**config.mk**
```make
export PLATFORM = sky130hd
export DESIGN_NAME = tagged_tlb
export DESIGN_NICKNAME = d
export VERILOG_FILES = /design/src/rtl/tlb_pkg.sv /design/src/rtl/tlb_cam.sv /design/src/rtl/tlb_plru.sv /design/src/rtl/tagged_tlb.sv
export SDC_FILE = /design/constraint.sdc
export NUM_CORES = 1
export LEC_CHECK = 0
export BUFFER_PORTS_ARGS = -buffer_cell sky130_fd_sc_hd__buf_4
export CAP_MARGIN = 10
export CORE_MARGIN = 8
export CORE_UTILIZATION = 30
export CTS_CLUSTER_DIAMETER = 50
export CTS_CLUSTER_SIZE = 8
export DETAILED_ROUTE_END_ITERATION = 10
export GPL_TIMING_DRIVEN = 0
export SLEW_MARGIN = 20
export SYNTH_ARGS = -nofsm -noshare
export SYNTH_HDL_FRONTEND = slang
export SYNTH_SLANG_ARGS = --single-unit
```
**constraint.sdc**
```tcl
create_clock -name clk -period 8 [get_ports clk]
set_input_delay 1.2 -clock clk [delete_from_list [all_inputs] [get_ports clk]]
set_output_delay 1.2 -clock clk [all_outputs]
set_load 0.005 [all_outputs]
```
**src/rtl/tlb_pkg.sv**
```systemverilog
package tlb_pkg;

  typedef enum logic [1:0] {
    RES_HIT     = 2'd0,
    RES_MISS    = 2'd1,
    RES_PGFAULT = 2'd2,
    RES_PROT    = 2'd3
  } res_code_e;

  // Rights field: 0 none, 1 read-only, 2/3 read-write.
  function automatic logic access_ok(input logic [1:0] rights, input logic wr);
    return wr ? rights[1] : (rights != 2'd0);
  endfunction

  function automatic res_code_e classify(input logic found, input logic pte_ok,
                                         input logic rights_ok);
    if (!found)          return RES_MISS;
    else if (!pte_ok)    return RES_PGFAULT;
    else if (!rights_ok) return RES_PROT;
    else                 return RES_HIT;
  endfunction

endpackage

```
**src/rtl/tlb_cam.sv**
```systemverilog
module tlb_cam #(
  parameter int N  = 8,
  parameter int VW = 20,
  parameter int TW = 8,
  localparam int IW = (N > 1) ? $clog2(N) : 1
) (
  input  logic [N-1:0]         used_i,
  input  logic [N-1:0][VW-1:0] vpn_i,
  input  logic [N-1:0][TW-1:0] tag_i,
  input  logic [VW-1:0]        key_vpn_i,
  input  logic [TW-1:0]        key_tag_i,
  input  logic                 tag_en_i,
  output logic [N-1:0]         match_o,
  output logic                 any_o,
  output logic [IW-1:0]        idx_o
);

  for (genvar g = 0; g < N; g++) begin : g_cmp
    assign match_o[g] = used_i[g] && (vpn_i[g] == key_vpn_i) &&
                        (!tag_en_i || (tag_i[g] == key_tag_i));
  end

  assign any_o = |match_o;

  // lowest index wins
  always_comb begin
    idx_o = '0;
    for (int i = N - 1; i >= 0; i--) begin
      if (match_o[i]) idx_o = IW'(i);
    end
  end

endmodule

```
**src/rtl/tlb_plru.sv**
```systemverilog
module tlb_plru #(
  parameter int WAYS = 8,
  localparam int LVL = $clog2(WAYS)
) (
  input  logic            clk,
  input  logic            rst_n,
  input  logic            touch_a_en_i,
  input  logic [LVL-1:0]  touch_a_way_i,
  input  logic            touch_b_en_i,
  input  logic [LVL-1:0]  touch_b_way_i,
  output logic [LVL-1:0]  victim_o,
  output logic [WAYS-2:0] tree_o
);

  logic [WAYS-2:0] tree_q, tree_d;

  // Point every node on the path away from the touched way.
  function automatic logic [WAYS-2:0] f_touch(input logic [WAYS-2:0] t,
                                              input logic [LVL-1:0] w);
    logic [WAYS-2:0] r;
    int n;
    r = t;
    n = 0;
    for (int l = 0; l < LVL; l++) begin
      r[n] = ~w[LVL-1-l];
      n = 2 * n + 1 + int'(w[LVL-1-l]);
    end
    return r;
  endfunction

  // Follow the node bits: 0 left, 1 right.
  function automatic logic [LVL-1:0] f_victim(input logic [WAYS-2:0] t);
    logic [LVL-1:0] v;
    int n;
    v = '0;
    n = 0;
    for (int l = 0; l < LVL; l++) begin
      v[LVL-1-l] = t[n];
      n = 2 * n + 1 + int'(t[n]);
    end
    return v;
  endfunction

  always_comb begin
    tree_d = tree_q;
    if (touch_a_en_i) tree_d = f_touch(tree_d, touch_a_way_i);
    if (touch_b_en_i) tree_d = f_touch(tree_d, touch_b_way_i);
  end

  always_ff @(posedge clk or negedge rst_n) begin
    if (!rst_n) tree_q <= '0;
    else        tree_q <= tree_d;
  end

  assign victim_o = f_victim(tree_q);
  assign tree_o   = tree_q;

  // the way just touched is never the next victim
  p_touched_not_victim_r7: assert property (@(posedge clk) disable iff (!rst_n)
    touch_b_en_i |=> (victim_o != $past(touch_b_way_i)));

endmodule

```
**src/rtl/tagged_tlb.sv**
```systemverilog
module tagged_tlb #(
  parameter int ENTRIES = 8,
  parameter int VPN_W   = 20,
  parameter int PPN_W   = 20,
  parameter int TAG_W   = 8,
  localparam int IW     = $clog2(ENTRIES)
) (
  input  logic             clk,
  input  logic             rst_n,
  input  logic             tag_en_i,
  input  logic             ctx_sw_i,
  input  logic [TAG_W-1:0] ctx_tag_i,
  input  logic             lk_req_i,
  input  logic [VPN_W-1:0] lk_vpn_i,
  input  logic             lk_write_i,
  input  logic             lk_user_i,
  output logic             res_valid_o,
  output logic [1:0]       res_code_o,
  output logic [PPN_W-1:0] res_ppn_o,
  output logic             res_cacheable_o,
  output logic             res_ref_o,
  output logic             res_mod_o,
  input  logic             rf_we_i,
  input  logic [VPN_W-1:0] rf_vpn_i,
  input  logic [TAG_W-1:0] rf_tag_i,
  input  logic [PPN_W-1:0] rf_ppn_i,
  input  logic             rf_pte_valid_i,
  input  logic [1:0]       rf_krights_i,
  input  logic [1:0]       rf_urights_i,
  input  logic             rf_cacheable_i,
  input  logic             inv_i,
  input  logic [VPN_W-1:0] inv_vpn_i,
  input  logic [TAG_W-1:0] inv_tag_i
);
  import tlb_pkg::*;

  // entry storage
  logic [ENTRIES-1:0]             used_q;
  logic [ENTRIES-1:0][VPN_W-1:0]  vpn_q;
  logic [ENTRIES-1:0][TAG_W-1:0]  tag_q;
  logic [ENTRIES-1:0][PPN_W-1:0]  ppn_q;
  logic [ENTRIES-1:0]             pv_q, c_q, ref_q, mod_q;
  logic [ENTRIES-1:0][1:0]        kr_q, ur_q;
  logic [TAG_W-1:0]               cur_tag_q;
  logic [IW-1:0]                  res_idx_q;

  // named events
  logic               flush_ev, rf_do, lk_hit_ev;
  logic [ENTRIES-1:0] lk_match, rf_match, inv_match;
  logic               lk_any, rf_any, inv_any;
  logic [IW-1:0]      lk_idx, rf_idx, rf_slot, victim, free_idx;
  logic               free_any;
  logic [1:0]         lk_rights;
  res_code_e          lk_code;
  logic [ENTRIES-2:0] plru_tree;

  tlb_cam #(.N(ENTRIES), .VW(VPN_W), .TW(TAG_W)) i_cam_lk (
    .used_i(used_q), .vpn_i(vpn_q), .tag_i(tag_q),
    .key_vpn_i(lk_vpn_i), .key_tag_i(cur_tag_q), .tag_en_i(tag_en_i),
    .match_o(lk_match), .any_o(lk_any), .idx_o(lk_idx));

  tlb_cam #(.N(ENTRIES), .VW(VPN_W), .TW(TAG_W)) i_cam_rf (
    .used_i(used_q), .vpn_i(vpn_q), .tag_i(tag_q),
    .key_vpn_i(rf_vpn_i), .key_tag_i(rf_tag_i), .tag_en_i(tag_en_i),
    .match_o(rf_match), .any_o(rf_any), .idx_o(rf_idx));

  tlb_cam #(.N(ENTRIES), .VW(VPN_W), .TW(TAG_W)) i_cam_inv (
    .used_i(used_q), .vpn_i(vpn_q), .tag_i(tag_q),
    .key_vpn_i(inv_vpn_i), .key_tag_i(inv_tag_i), .tag_en_i(tag_en_i),
    .match_o(inv_match), .any_o(inv_any), .idx_o());

  tlb_plru #(.WAYS(ENTRIES)) i_plru (
    .clk(clk), .rst_n(rst_n),
    .touch_a_en_i(lk_hit_ev), .touch_a_way_i(lk_idx),
    .touch_b_en_i(rf_do),     .touch_b_way_i(rf_slot),
    .victim_o(victim), .tree_o(plru_tree));

  // lookup classification
  assign lk_rights = lk_user_i ? ur_q[lk_idx] : kr_q[lk_idx];
  assign lk_code   = classify(lk_any, pv_q[lk_idx], access_ok(lk_rights, lk_write_i));
  assign lk_hit_ev = lk_req_i && (lk_code == RES_HIT);

  // refill slot choice: existing mapping, then lowest free, then victim
  always_comb begin
    free_any = 1'b0;
    free_idx = '0;
    for (int i = ENTRIES - 1; i >= 0; i--) begin
      if (!used_q[i]) begin
        free_any = 1'b1;
        free_idx = IW'(i);
      end
    end
  end

  assign rf_slot  = rf_any ? rf_idx : (free_any ? free_idx : victim);
  assign flush_ev = ctx_sw_i && !tag_en_i;
  assign rf_do    = rf_we_i && !flush_ev;

  always_ff @(posedge clk or negedge rst_n) begin
    if (!rst_n) begin
      used_q    <= '0;
      vpn_q     <= '0;
      tag_q     <= '0;
      ppn_q     <= '0;
      pv_q      <= '0;
      c_q       <= '0;
      ref_q     <= '0;
      mod_q     <= '0;
      kr_q      <= '0;
      ur_q      <= '0;
      cur_tag_q <= '0;
    end else begin
      if (ctx_sw_i) cur_tag_q <= ctx_tag_i;
      if (lk_hit_ev) begin
        ref_q[lk_idx] <= 1'b1;
        if (lk_write_i) mod_q[lk_idx] <= 1'b1;
      end
      if (flush_ev) begin
        used_q <= '0;
      end else begin
        if (inv_i) used_q <= used_q & ~inv_match;
        if (rf_do) begin
          used_q[rf_slot] <= 1'b1;
          vpn_q[rf_slot]  <= rf_vpn_i;
          tag_q[rf_slot]  <= rf_tag_i;
          ppn_q[rf_slot]  <= rf_ppn_i;
          pv_q[rf_slot]   <= rf_pte_valid_i;
          kr_q[rf_slot]   <= rf_krights_i;
          ur_q[rf_slot]   <= rf_urights_i;
          c_q[rf_slot]    <= rf_cacheable_i;
          ref_q[rf_slot]  <= 1'b0;
          mod_q[rf_slot]  <= 1'b0;
        end
      end
    end
  end

  // registered result
  always_ff @(posedge clk or negedge rst_n) begin
    if (!rst_n) begin
      res_valid_o     <= 1'b0;
      res_code_o      <= RES_MISS;
      res_ppn_o       <= '0;
      res_cacheable_o <= 1'b0;
      res_ref_o       <= 1'b0;
      res_mod_o       <= 1'b0;
      res_idx_q       <= '0;
    end else begin
      res_valid_o     <= lk_req_i;
      res_code_o      <= lk_code;
      res_ppn_o       <= lk_hit_ev ? ppn_q[lk_idx] : '0;
      res_cacheable_o <= lk_hit_ev && c_q[lk_idx];
      res_ref_o       <= lk_hit_ev && ref_q[lk_idx];
      res_mod_o       <= lk_hit_ev && mod_q[lk_idx];
      res_idx_q       <= lk_idx;
    end
  end

  // every request yields a result one cycle later
  p_result_follows_req_r2: assert property (@(posedge clk) disable iff (!rst_n)
    lk_req_i |=> res_valid_o);

  // faults and misses leave the replacement state alone
  p_fault_no_touch_r4: assert property (@(posedge clk) disable iff (!rst_n)
    (lk_req_i && (lk_code != RES_HIT) && !rf_we_i) |=> $stable(plru_tree));

  // a fresh refill with room grows occupancy by one
  p_refill_grows_r6: assert property (@(posedge clk) disable iff (!rst_n)
    (rf_we_i && !flush_ev && !inv_i && !rf_any && (used_q != '1)) |=>
    ($countones(used_q) == $countones($past(used_q)) + 1));

  // a reported hit leaves its entry referenced
  p_ref_after_hit_r8: assert property (@(posedge clk) disable iff (!rst_n)
    (res_valid_o && (res_code_o == RES_HIT) && !$past(rf_we_i)) |-> ref_q[res_idx_q]);

  // a tagged switch keeps occupancy
  p_tagged_switch_keeps_r9: assert property (@(posedge clk) disable iff (!rst_n)
    (ctx_sw_i && tag_en_i && !inv_i && !rf_we_i) |=> (used_q == $past(used_q)));

  // an untagged switch empties everything
  p_flush_empties_r10: assert property (@(posedge clk) disable iff (!rst_n)
    (ctx_sw_i && !tag_en_i) |=> (used_q == '0));

  // invalidating a present mapping removes at least one entry
  p_inv_removes_r11: assert property (@(posedge clk) disable iff (!rst_n)
    (inv_i && inv_any && !rf_we_i && !ctx_sw_i) |=>
    ($countones(used_q) < $countones($past(used_q))));

endmodule

```
==> out/metrics.cfg, run 1 <==
[die]
die_h_um=328.6
fp.dieW_um=328.6
std_cell_rows=114
core_um2=96710
io-pin-count=145
dieArea_um2=108000
start_util_pct=30.31

[setup_path]
reg2reg_depth=14
cp_max_fo=11
cp.arrival_ns=7.96
worstPathRequired_ns=8.51
reg2reg_slack_ns=2.02
cp-end-kind=flop
cp-start-kind=input pin
critical_path_class=in2reg

[clock_network]
clk_pin_slew_ns=0.05
cts_resized=0
holdBufCountCts=0
h-tree-depth=3
post_cts_buffers=0
numCtsBuffers=78
clock-sinks=497
cts_tree=built
clk_latency_ns=0.64
clk_root_buffer_cell=clkbuf_16
cts_max_path_buffers=3

[global_routing]
grt_util_all_layers_pct=20.17
antenna_found_initial=7
grt_first_pass_wirelength_um=161500
gr-usage-met2_pct=31.51
busiest_layer=met2
grt_overflow=0
met1_usage_pct=25.00
grt_pass1_vias=22565
grt_max_degree=100
globalRouteMet3Util_pct=5.491

[sta]
holdWs_ns=0.4904
fin_setup_tns_ns=0
hold_viol=0
final.setup.worst_slack_ns=0.5481
setup_viol=0
finClkSkew_ns=0.03732
fmax_mhz=134.2
slew_headroom_pct=13.35
rsz0062_at_grt=false
period_share_pct=93.15
min_period_ns=7.452
drv_slew=0
worst_pin_slew_ns=1.300

[worst_hold_path]
hp-class=reg2reg
holdPathStages=1

[finish]
areaGrowthSynthToFinish_pct=15.59
nets=2890
drive_gt1_share_pct=26.11
postLayoutCoreUtil_pct=35.03
n_fill_cell=9718

[drt]
wirelength_um=111400
drt_iter0_markers=2292
detail_route.wl_per_cell_um=27.34
via_per_inst=5.467
vias=22284
dr.pass1.iters=5
ant_nets=0
drcViolationCount=0

[power]
ir_drop_uv=126.2
pwr-share-comb_pct=25.4
clock_power_share_pct=33.7
internal_power_w=0.006147
power_density_nw_per_um2=267.8
p_switching_w=0.002928
p_leak_nw=13.78
swShare_pct=32.26
pwr-share-seq_pct=41.0

[synthesis]
synth-edff-count=0
synthCells=2609
seq_area_frac_synth_pct=42.43
yosys.cell_types.count=86
syn_nets=2736
synth_top_area_share_pct=42.34
syn_area_um2=29310
yosysTopAreaCell=dfrtp_1
synth.area.top_cells=dfrtp_1 (42%), mux2_2 (18%), xnor2_1 (15%), xor2_1 (5.0%), nand4_1 (3.2%)
async_flop_share_pct=100.0
synth-seq-cells=497
synth_ff_type=dfrtp_1
avgSynthCellArea_um2=11.23
yosysWarnings=0

[placed_design]
gp_congestion=0.9754
dp_hpwl_um=77540
io_buffers=67
dp_slack_ns=0.1284

[job]
drv_cap=0

[run_status]
outcome=finished clean

-- cell usage in the layout (no fill, tap or decap), types with 7 or more instances in the layout --
cell type	n
o22ai_1	41
clkbuf_16	78
mux2i_1	15
o221ai_1	10
xnor2_1	505
o22a_1	16
clkbuf_1	151
nor4_1	65
dfrtp_1	496
xor2_1	168
nand2_1	62
a21oi_1	27
nor4_2	10
buf_2	26
buf_1	22
nand4_1	148
nor2_1	69
nor4b_1	7
nand3_1	56
ha_1	8
buf_4	71
mux2_2	480
o211ai_1	8
o21ai_0	41
inv_1	18
nor3_1	30
and3_1	22
-- worst max-delay path: stages --
cell and delay, ns:
clkbuf_1 0.72, clkbuf_1 0.87, xnor2_1 0.20, nand4_1 0.15
nor4_1 0.70, nand4_1 0.42, nand2_1 0.18, nor2_1 0.05
nor2_1 0.58, ha_1 0.27, and3_1 0.14, clkbuf_1 0.28
clkbuf_1 0.85, buf_1 0.90, mux2_2 0.42
-- routing by layer --
layer	routed length (um)	up-vias
li1	-	9554
met1	43730	11301
met2	50260	1083
met3	10360	338
met4	7021	8
met5	49	-
-- final timing paths --
check                            end         start
max reg2reg                res_mod_o  cur_tag_q[6]
min                         ref_q[4]      ref_q[4]
min in group asynchronous  res_mod_o         rst_n
max                           c_q[3]  rf_vpn_i[12]
max in group asynchronous  vpn_q[79]         rst_n
min reg2reg                 ref_q[4]      ref_q[4]
-- cells in the mapped netlist (30+ instances only) --
cell type / number
xnor2_1: 505
dfrtp_1: 496
mux2_2: 480
xor2_1: 168
nand4_1: 148
clkbuf_1: 139
nor4_1: 71
nor2_1: 70
nand2_1: 62
nand3_1: 56
o21ai_0: 44
o22ai_1: 41
nor3_1: 30
-- layout make-up --
cell class	count	area (um2)	area share (%)
sequential	497	12440	36.71
timing repair buffer	74	670.6	1.979
multi-input combinational	1897	16020	47.29
tap	1276	1597	4.712
buffer	196	824.5	2.434
clock buffer	99	2091	6.171
clock inverter	14	155.1	0.4579
antenna	4	10.01	0.02954
inverter	19	71.32	0.2105
-- sequential cells by signal, indices dropped and copies added, names as in the netlist --
register	count
ppn_q	160
vpn_q	160
tag_q	64
res_ppn_o	20
kr_q	16
ur_q	16
c_q	8
cur_tag_q	8
mod_q	8
pv_q	8
ref_q	8
used_q	8
i_plru.tree_o	7
res_code_o	2
res_cacheable_o	1
res_mod_o	1
res_ref_o	1
res_valid_o	1
-- kinds of logic (layout without fill, tap and decap cells) --
kind of cell               after synthesis  in the layout  synth area share (%)
AOI/OAI and AO/OA                      199            199                 4.789
xor gates and xnor gates               673            673                 20.11
adders and majority gates                8              8                0.3415
buffers and inverters                  215            402                 3.035
DFF                                    497            497                 42.43
muxes                                  496            496                 19.00
other                                    0              4                     0
and+or+nand+nor                        521            521                 10.29
-- per-stage QoR --
step | std cells | power [W] | area (um2)
after global placement | 3952 | 0.005934 | 31410
after floorplan | 2609 | 0.005337 | 29310
final | 4076 | 0.009075 | 33880
after detailed placement | 3959 | 0.005999 | 31610
after CTS | 4072 | 0.009074 | 33850
after global routing | 4072 | 0.009480 | 33870
-- power by group through the flow --
stage / Clock, W / Sequential (W) / Combinational [W]
5_1_grt: 0.00320 / 0.00379 / 0.00249
3_5_place_dp: 0 / 0.00374 / 0.00226
6_report: 0.00305 / 0.00372 / 0.00230
3_3_place_gp: 0 / 0.00372 / 0.00221
4_1_cts: 0.00310 / 0.00370 / 0.00228
2_1_floorplan: 0 / 0.00356 / 0.00178
(Power assumes the default switching activity.)
==> inputs of run 2 (changes only) <==
Settings changed: CORE_UTILIZATION 30 to 46.
==> out/metrics.cfg, run 2 (synthesized netlist as in run 1, its figures left out) <==
[sta]
slew_headroom_pct=10.08
min_period_ns=7.224
fmax_mhz=138.4
period_share_pct=90.29
final.setup.worst_slack_ns=0.7765
holdWs_ns=0.4833
worst_pin_slew_ns=1.337
hold_viol=0
finClkSkew_ns=0.05920
setup_viol=0
rsz0062_at_grt=false
drv_slew=0

[drt]
drcViolationCount=0
drt_iter0_markers=2197
detail_route.wl_per_cell_um=31.30
ant_nets=0
via_per_inst=6.146
vias=22426
dr.pass1.iters=5
wirelength_um=114200

[placed_design]
gp_congestion=0.9627
dp_slack_ns=0.2206
io_buffers=67
dp_hpwl_um=80020

[finish]
final_cell_mix=xnor2_1 (505), dfrtp_1 (496), mux2_2 (480)
reg_top3=ppn_q x160, vpn_q x160, tag_q x64
drive_gt1_share_pct=26.55
nets=2893
areaGrowthSynthToFinish_pct=14.37
layout_commonest_cell=xnor2_1

[die]
dieArea_um2=72050
io-pin-count=145
core_um2=63080
die_h_um=268.4
std_cell_rows=92
start_util_pct=46.47
fp.dieW_um=268.4

[setup_path]
crit_path_max_incr_delay_ns=0.87
cp.arrival_ns=7.74
rr_endpoint=ur_q[12]
cp-end-kind=flop
worstPathRequired_ns=8.51
crit_path_frequent_cell=clkbuf_1
cp_max_fo=10
cp_num_buf_inv=6
rr_startpoint=vpn_q[141]
worstPathCellList=clkbuf_1 -> clkbuf_1 -> xor2_1 -> nor4_1 -> nand4_1 -> nor4_1 -> nand2_1 -> nand2_1 -> nor3_1 -> inv_1 -> ha_1 -> and3_1 -> clkbuf_1 -> clkbuf_1 -> buf_1 -> mux2_2
cp_top_family=buffers and inverters
cp-start-kind=input pin
slowest_stage=clkbuf_1
reg2reg_depth=13
critical_path_class=in2reg
cp-startpoint=rf_vpn_i[7]
reg2reg_slack_ns=1.96

[global_routing]
antenna_found_initial=1
grt_overflow=0
grt_pass1_vias=23173
grt_util_all_layers_pct=31.59
grt_max_degree=106
grt_first_pass_wirelength_um=165500

[clock_network]
cts_tree=built
h-tree-depth=3
clock-sinks=497
clk_latency_ns=0.66
numCtsBuffers=80
post_cts_buffers=0
clk_pin_slew_ns=0.05
cts_max_path_buffers=3
clk_root_buffer_cell=clkbuf_16
cts_resized=0
holdBufCountCts=0

[run_status]
outcome=finished clean

[power]
p_leak_nw=13.88
ir_drop_uv=209.3
power_density_nw_per_um2=276.0

[job]
drv_cap=0

[worst_hold_path]
hp-class=in2async

run 2: changes by cell type in the layout (fill, tap and decap cells not counted), sizes merged:
cell,change
bufinv,+1
clkbuf,+1
clkinv,+4
clkinvlp,+2
diode,-3
inv,-2
run 2: stage by stage:
step / instances / util (%) / total power (W) / setup TNS [ns] / area, um2
after detailed placement: 3529 / 49.25 / 0.006047 / 0 / 31070
final: 3649 / 53.14 / 0.009252 / 0 / 33520
after global placement: 3522 / 48.94 / 0.005957 / -4.153 / 30870
after floorplan: 2609 / - / 0.005337 / 0 / 29310
after global routing: 3648 / 53.14 / 0.009660 / 0 / 33520
after CTS: 3647 / 53.10 / 0.009263 / 0 / 33490
run 2: area by class of cell:
| cell class | instances | area [um2] |
|---|---|---|
| Tap cell | 846 | 1059 |
| Multi-Input combinational cell | 1897 | 16010 |
| Clock buffer | 99 | 2133 |
| Timing Repair Buffer | 75 | 681.9 |
| Inverter | 19 | 71.32 |
| Antenna cell | 1 | 2.502 |
| Fill cell | 5688 | 29560 |
| Clock inverter | 19 | 291.5 |
| Sequential cell | 497 | 12440 |
| Buffer | 196 | 834.6 |
run 2: worst max-delay path by stage:
| stage | end | slack (ns) | depth (start not counted) |
|---|---|---|---|
| finish | vpn_q[78] | 0.78 | 16 |
| global route | ur_q[6] | 0.66 | 16 |
| CTS | kr_q[10] | 0.85 | 16 |
| detailed placement | kr_q[10] | 0.22 | 16 |
| global placement | vpn_q[93] | -0.26 | 15 |
| floorplan | ref_q[1] | 3.25 | 15 |
run 2: layer usage:
layer,vias up,GRT usage (%),part of all wire [%],wire [um]
li1,9546,-,-,-
met1,11453,39.15,39,44700
met2,1089,50.46,46,52790
met3,336,8.215,8.5,9689
met4,2,16.90,6.1,7013
met5,-,0,0.012,14
run 2: power by group:
part           leakage (nW)  total (W)  switching (W)  internal (W)
logic                  6.26    0.00234        0.00109       0.00125
clock network          1.16    0.00319        0.00127       0.00192
registers              6.46    0.00372       0.000649       0.00307
total                  13.9    0.00925        0.00301       0.00624
